**src/rtl/dsr_pkg.sv**
```systemverilog
package dsr_pkg;
   localparam int STAT_W = 16;
   typedef logic [STAT_W-1:0] stat_t;

   localparam int B_ATTN  = 15;
   localparam int B_FIRST = 14;
   localparam int B_WPROT = 10;
   localparam int B_SUM   = 0;

   // conditions cleared once reported
   localparam stat_t RD_CLR_MASK   = 16'hF83A;
   // conditions that raise the summary bit
   localparam stat_t ERR_SET_MASK  = 16'hFB7E;
   // bits forced low in the returned word
   localparam stat_t ZERO_MASK     = 16'h9200;
   // word for a drive whose heads are off the platter
   localparam stat_t UNLOADED_WORD = 16'h0045;
   localparam stat_t LOAD_SET_MASK = stat_t'((1 << B_ATTN) | (1 << B_FIRST));
   localparam stat_t FIRST_MASK    = stat_t'(1 << B_FIRST);
endpackage

```
**src/rtl/dsr_drive_cell.sv**
```systemverilog
module dsr_drive_cell
   import dsr_pkg::*;
(
   input  logic  clk,
   input  logic  rst_n,
   input  logic  soft_rst,
   input  logic  attached,
   input  logic  rd_hit,
   input  logic  load_evt,
   input  stat_t set_mask,
   input  stat_t clr_mask,
   output stat_t cond_q
);
   stat_t rd_clr;
   stat_t load_set;
   stat_t cond_d;

   always_comb begin
      rd_clr   = rd_hit   ? RD_CLR_MASK   : '0;
      load_set = load_evt ? LOAD_SET_MASK : '0;
      if (soft_rst)
         cond_d = attached ? (cond_q & FIRST_MASK) : '0;
      else
         cond_d = (cond_q & ~rd_clr & ~clr_mask) | set_mask | load_set;
   end

   always_ff @(posedge clk or negedge rst_n) begin
      if (!rst_n) cond_q <= '0;
      else        cond_q <= cond_d;
   end
endmodule

```
**src/rtl/dsr_word_former.sv**
```systemverilog
module dsr_word_former
   import dsr_pkg::*;
#(
   parameter int N     = 4,
   parameter int SEL_W = 2
)(
   input  stat_t            cond_all [N],
   input  logic [N-1:0]     heads_loaded,
   input  logic [N-1:0]     wprot,
   input  logic [SEL_W-1:0] drv_sel,
   output stat_t            word
);
   stat_t sel_cond;
   logic  sel_loaded;
   logic  sel_wp;
   stat_t body;

   always_comb begin
      sel_cond   = '0;
      sel_loaded = 1'b0;
      sel_wp     = 1'b0;
      for (int i = 0; i < N; i++) begin
         if (SEL_W'(i) == drv_sel) begin
            sel_cond   = cond_all[i];
            sel_loaded = heads_loaded[i];
            sel_wp     = wprot[i];
         end
      end
      body = sel_cond & ~ZERO_MASK & ~stat_t'(1 << B_WPROT) & ~stat_t'(1 << B_SUM);
      body[B_WPROT] = sel_wp;
      body[B_SUM]   = |(body & ERR_SET_MASK);
      word = sel_loaded ? body : UNLOADED_WORD;
   end
endmodule

```
**src/rtl/dsr_flag_ctrl.sv**
```systemverilog
module dsr_flag_ctrl #(
   parameter int N     = 4,
   parameter int SEL_W = 2
)(
   input  logic             clk,
   input  logic             rst_n,
   input  logic             soft_rst,
   input  logic             status_rd,
   input  logic [SEL_W-1:0] drv_sel,
   input  logic [N-1:0]     attn,
   input  logic [N-1:0]     load_pulse,
   input  logic             poll_arm,
   input  logic             poll_disarm,
   output logic             poll_en,
   output logic             cmd_flag_req
);
   logic other_attn;
   logic flag_d;
   logic poll_d;

   always_comb begin
      other_attn = 1'b0;
      for (int i = 0; i < N; i++)
         if (SEL_W'(i) != drv_sel && attn[i]) other_attn = 1'b1;
      flag_d = !soft_rst && ((status_rd && other_attn) || (|load_pulse && poll_en));
      if (soft_rst || poll_disarm)    poll_d = 1'b0;
      else if (status_rd || poll_arm) poll_d = 1'b1;
      else                            poll_d = poll_en;
   end

   always_ff @(posedge clk or negedge rst_n) begin
      if (!rst_n) begin
         poll_en      <= 1'b0;
         cmd_flag_req <= 1'b0;
      end else begin
         poll_en      <= poll_d;
         cmd_flag_req <= flag_d;
      end
   end
endmodule

```
**src/rtl/drive_status_reporter.sv**
```systemverilog
module drive_status_reporter
   import dsr_pkg::*;
#(
   parameter int N     = 4,
   parameter int SEL_W = (N > 1) ? $clog2(N) : 1
)(
   input  logic              clk,
   input  logic              rst_n,
   input  logic              soft_rst,
   input  logic [N-1:0]      attached,
   input  logic [N-1:0]      heads_loaded,
   input  logic [N-1:0]      wprot,
   input  logic [N-1:0]      load_pulse,
   input  logic [16*N-1:0]   cond_set,
   input  logic [16*N-1:0]   cond_clr,
   input  logic              status_rd,
   input  logic [SEL_W-1:0]  drv_sel,
   input  logic              poll_arm,
   input  logic              poll_disarm,
   output logic [15:0]       stat_word,
   output logic              stat_valid,
   output logic [N-1:0]      attn_vec,
   output logic              cmd_flag_req,
   output logic              poll_en
);
   localparam int SW = STAT_W;

   if (N < 2 || N > 16) begin : g_bad_n
      $error("drive_status_reporter: N must lie in 2..16");
   end
   if ((1 << SEL_W) < N) begin : g_bad_sel
      $error("drive_status_reporter: SEL_W too narrow for N");
   end

   stat_t cond_q [N];
   stat_t word_c;
   logic  rd_eff;

   assign rd_eff = status_rd && !soft_rst;

   for (genvar i = 0; i < N; i++) begin : g_drv
      dsr_drive_cell u_cell (
         .clk      (clk),
         .rst_n    (rst_n),
         .soft_rst (soft_rst),
         .attached (attached[i]),
         .rd_hit   (rd_eff && (drv_sel == SEL_W'(i))),
         .load_evt (load_pulse[i]),
         .set_mask (cond_set[SW*i +: SW]),
         .clr_mask (cond_clr[SW*i +: SW]),
         .cond_q   (cond_q[i])
      );
      assign attn_vec[i] = cond_q[i][B_ATTN];
   end

   dsr_word_former #(.N(N), .SEL_W(SEL_W)) u_word (
      .cond_all     (cond_q),
      .heads_loaded (heads_loaded),
      .wprot        (wprot),
      .drv_sel      (drv_sel),
      .word         (word_c)
   );

   dsr_flag_ctrl #(.N(N), .SEL_W(SEL_W)) u_flag (
      .clk          (clk),
      .rst_n        (rst_n),
      .soft_rst     (soft_rst),
      .status_rd    (rd_eff),
      .drv_sel      (drv_sel),
      .attn         (attn_vec),
      .load_pulse   (load_pulse),
      .poll_arm     (poll_arm),
      .poll_disarm  (poll_disarm),
      .poll_en      (poll_en),
      .cmd_flag_req (cmd_flag_req)
   );

   always_ff @(posedge clk or negedge rst_n) begin
      if (!rst_n) begin
         stat_word  <= '0;
         stat_valid <= 1'b0;
      end else begin
         stat_valid <= rd_eff;
         if (rd_eff) stat_word <= word_c;
      end
   end
endmodule

```
**config.mk**
```make
export PLATFORM = sky130hd
export DESIGN_NAME = drive_status_reporter
export DESIGN_NICKNAME = d
export VERILOG_FILES = /design/src/rtl/dsr_pkg.sv /design/src/rtl/dsr_drive_cell.sv /design/src/rtl/dsr_word_former.sv /design/src/rtl/dsr_flag_ctrl.sv /design/src/rtl/drive_status_reporter.sv
export SDC_FILE = /design/constraint.sdc
export NUM_CORES = 1
export LEC_CHECK = 0
export BUFFER_PORTS_ARGS = -buffer_cell sky130_fd_sc_hd__buf_2
export CORE_MARGIN = 8
export CORE_UTILIZATION = 47
export CTS_CLUSTER_SIZE = 20
export DETAILED_ROUTE_END_ITERATION = 16
export PLACE_DENSITY = 0.87
export SETUP_SLACK_MARGIN = 0.1
export SYNTH_ARGS = -nofsm -noshare
export SYNTH_HDL_FRONTEND = slang
export SYNTH_SLANG_ARGS = --single-unit
```
**constraint.sdc**
```tcl
create_clock -name clk -period 4.4 [get_ports clk]
set_input_delay 0.44 -clock clk [delete_from_list [all_inputs] [get_ports clk]]
set_output_delay 0.44 -clock clk [all_outputs]
set_load 0.01 [all_outputs]
```
==> results_dict.tcl <==
set metrics [dict create \
    cts-root-buf "clkbuf_8" \
    yosysUniqueCellTypes 31 \
    via_per_inst 5.22 \
    slew_violations 0 \
    netlist_area_mm2 0.00301 \
    multi_input_area_mm2 0.00111 \
    internal-power_uw 1070 \
    grt.overflow.total 0 \
    nNetsFinal 590 \
    clk_latency_ns 0.33 \
    synth_cells 305 \
    dieHeight_um 96.1 \
    cts_resized 0 \
    reg2reg_depth 4 \
    r2r_end "stat_word[0]$_DFFE_PN0N_" \
    postLayoutCellArea_mm2 0.00391 \
    grt_usage 0.193 \
    antenna_found_initial 0 \
    wl_per_cell_um 17.1 \
    p_clk_frac 0.385 \
    p_per_area_mw_per_mm2 364 \
    clkTransAtPathRegs_ns 0.07 \
    startpoint_type "input port" \
    hold_buffers 0 \
    finalHoldViolCount 0 \
    htree_levels 3 \
    num_rows 29 \
    grt_max_degree 65 \
    period_needed_ns 2.50 \
    setup_violations 0 \
    regArea_mm2 0.00160 \
    drt-pass1-iter-count 4 \
    ant_nets 0 \
    nFillCells 532 \
    post-route-drc-count 0 \
    path_max_fanout 55 \
    placed_area_mm2 0.00370 \
    cts_made_buffers 9 \
    vdd_drop_max_v 0.000265 \
    cts_sinks 64 \
    fp.dieW_um 96.1 \
    total_leakage_power_uw 0.00213 \
    finalSetupTns_ns 0 \
    hpwl_mm 6.79 \
    fin_util 0.623 \
    syn_to_final_growth_pct 30.0 \
    pwr-share-seq 0.462 \
    fmax_ghz 0.400 \
    io_pins 175 \
    period_share 0.568 \
    ys_seq_area_frac 0.532 \
    critPathCapture "g_drv[3].u_cell.cond_q[14]$_DFFE_PN0P_" \
    syn_avg_cell_area_um2 9.87 \
    worst_pin_slew_ns 0.981 \
    clock_skew_ns 0.00828 \
    max_slew_margin 0.346 \
    vias 2715 \
    path_class "in2reg" \
    coreArea_mm2 0.00628 \
    critPathCaptureType "register" \
    maxCapViolations 0 \
    die-area_mm2 0.00923 \
    grt_pass1_wl_mm 13.4 \
    combPwrFrac 0.153 \
    r2r_start "g_drv[3].u_cell.cond_q[6]$_DFF_PN0_" \
    r2r_setup_slack_ns 2.83 \
    status "finished, final reports clean" \
    post-cts-setup-buffers 0 \
    diodes 0 \
    min_path_type "in2reg" \
    drive_gt1_frac 0.384 \
    p_switching_uw 354 \
    grt_setup_unrepaired "false" \
    critPathArrivalTime_ns 2.68 \
    wl_mm 8.87 \
    cts.path.max_buffers 2 \
    start_util 0.480 \
    drt_iter0_markers 105 \
    crit_path_start "soft_rst" \
    io_buffers 139 \
    cts_tree "done" \
    ys_seq_elements 64 \
    swShare 0.249 \
    grt_pass1_vias 2830 \
    yosys_warnings 0 \
    place_congestion 0.828 \
    required_ns 4.58 \
]
## critical path, stage by stage
cell	delay, ns
buf_2	0.41
nand2b_1	0.51
inv_2	0.35
nand3_1	0.44
a311oi_1	0.41
o21ai_1	0.10
## sequential cells by signal (all words and copies together), names as in the netlist
register and count:
g_drv.u_cell.cond_q 48, stat_word 13, stat_valid 1, u_flag.cmd_flag_req 1
u_flag.poll_en 1
## worst min-delay path by stage
stage	start	end	slack, ns	depth (start not counted)
global placement	stat_word[13]$_DFFE_PN0N_	stat_word[13]$_DFFE_PN0N_	0.45	2
floorplan	rst_n	g_drv[0].u_cell.cond_q[11]$_DFF_PN0_	0.14	0
detailed placement	stat_word[10]$_DFFE_PN0N_	stat_word[10]$_DFFE_PN0N_	0.46	2
CTS	poll_disarm	u_flag.poll_en$_DFFE_PN0P_	0.25	2
finish	poll_disarm	u_flag.poll_en$_DFFE_PN0P_	0.26	2
global route	poll_disarm	u_flag.poll_en$_DFFE_PN0P_	0.25	2
## cell families (layout without fill, tap and decap cells)
| kind of cell | Yosys count | count (layout) | synth area share |
|---|---|---|---|
| buf+inv | 70 | 206 | 0.102 |
| other cells | 1 | 3 | 0.00125 |
| flops | 64 | 64 | 0.532 |
| compound gates | 57 | 57 | 0.119 |
| simple gates | 99 | 99 | 0.145 |
| mux | 14 | 14 | 0.101 |
## metrics by stage
stage | hold WS, ns | setup WS, ns | cells | total power, uW
global route | 0.252 | 1.74 | 520 | 1490
floorplan | 0.144 | 2.68 | 307 | 782
finish | 0.257 | 1.90 | 520 | 1420
detailed placement | 0.460 | 1.55 | 504 | 889
global placement | 0.447 | 1.55 | 504 | 879
CTS | 0.250 | 1.90 | 520 | 1430
## area by class of cell
class	instances	share of cell area
Clock buffer	13	0.0380
Multi-Input combinational cell	173	0.284
Timing Repair Buffer	140	0.180
Clock inverter	3	0.0166
Sequential cell	64	0.409
Tap cell	77	0.0246
Inverter	50	0.0480
## per-layer routing
layer,share of wire,global-route usage,vias to the layer above
met5,0,0,-
met4,0.018,0.0794,0
met3,0.058,0.0437,16
met2,0.52,0.333,102
met1,0.41,0.225,1311
li1,-,-,1286
## cells in the mapped netlist (all sizes together)
cell type	number	area (um2)
nor4	1	12.5
inv	50	188
mux4	13	293
nor2	50	188
buf	12	88.8
nor3	3	20.0
mux2i	1	10.0
nand3	15	75.1
a21oi	17	85.1
nand3b	1	7.51
o41ai	1	8.76
nand2b	1	6.26
a32oi	1	8.76
nor3b	2	15.0
nor4b	1	15.0
o221ai	1	8.76
conb	1	3.75
clkbuf	8	30.0
nor2b	1	6.26
a31oi	24	150
o21a	1	7.51
nand4	1	6.26
a311oi	8	70.1
nand2	23	86.3
dfrtp	64	1600
o21ai	4	20.0
## cells in the final DEF, fill, tap and decap left out
cell / count
nor3_2: 1
dfrtp_1: 64
a21oi_1: 17
conb_1: 3
mux4_2: 13
inv_1: 49
o221ai_1: 1
o21ai_1: 4
nor3_1: 2
buf_4: 1
clkinv_2: 1
mux2i_1: 1
buf_2: 139
nand3_1: 15
nand2b_1: 1
nor4b_2: 1
nor2_1: 50
nand2_1: 23
a311oi_1: 8
nor2b_1: 1
o41ai_1: 1
bufinv_16: 2
a32oi_1: 1
clkbuf_8: 10
inv_2: 1
nand3b_1: 1
nor4_2: 1
clkbuf_1: 3
o21a_1: 1
a31oi_1: 24
nor3b_1: 2
nand4_1: 1
## power groups by stage
stage / Sequential [uW] / Combinational [uW] / Clock [uW]
floorplan: 670 / 112 / 0
global route: 663 / 243 / 583
finish: 659 / 217 / 548
CTS: 659 / 220 / 554
detailed placement: 670 / 219 / 0
global placement: 667 / 212 / 0
Note: power is estimated with default switching activity, not from simulation.
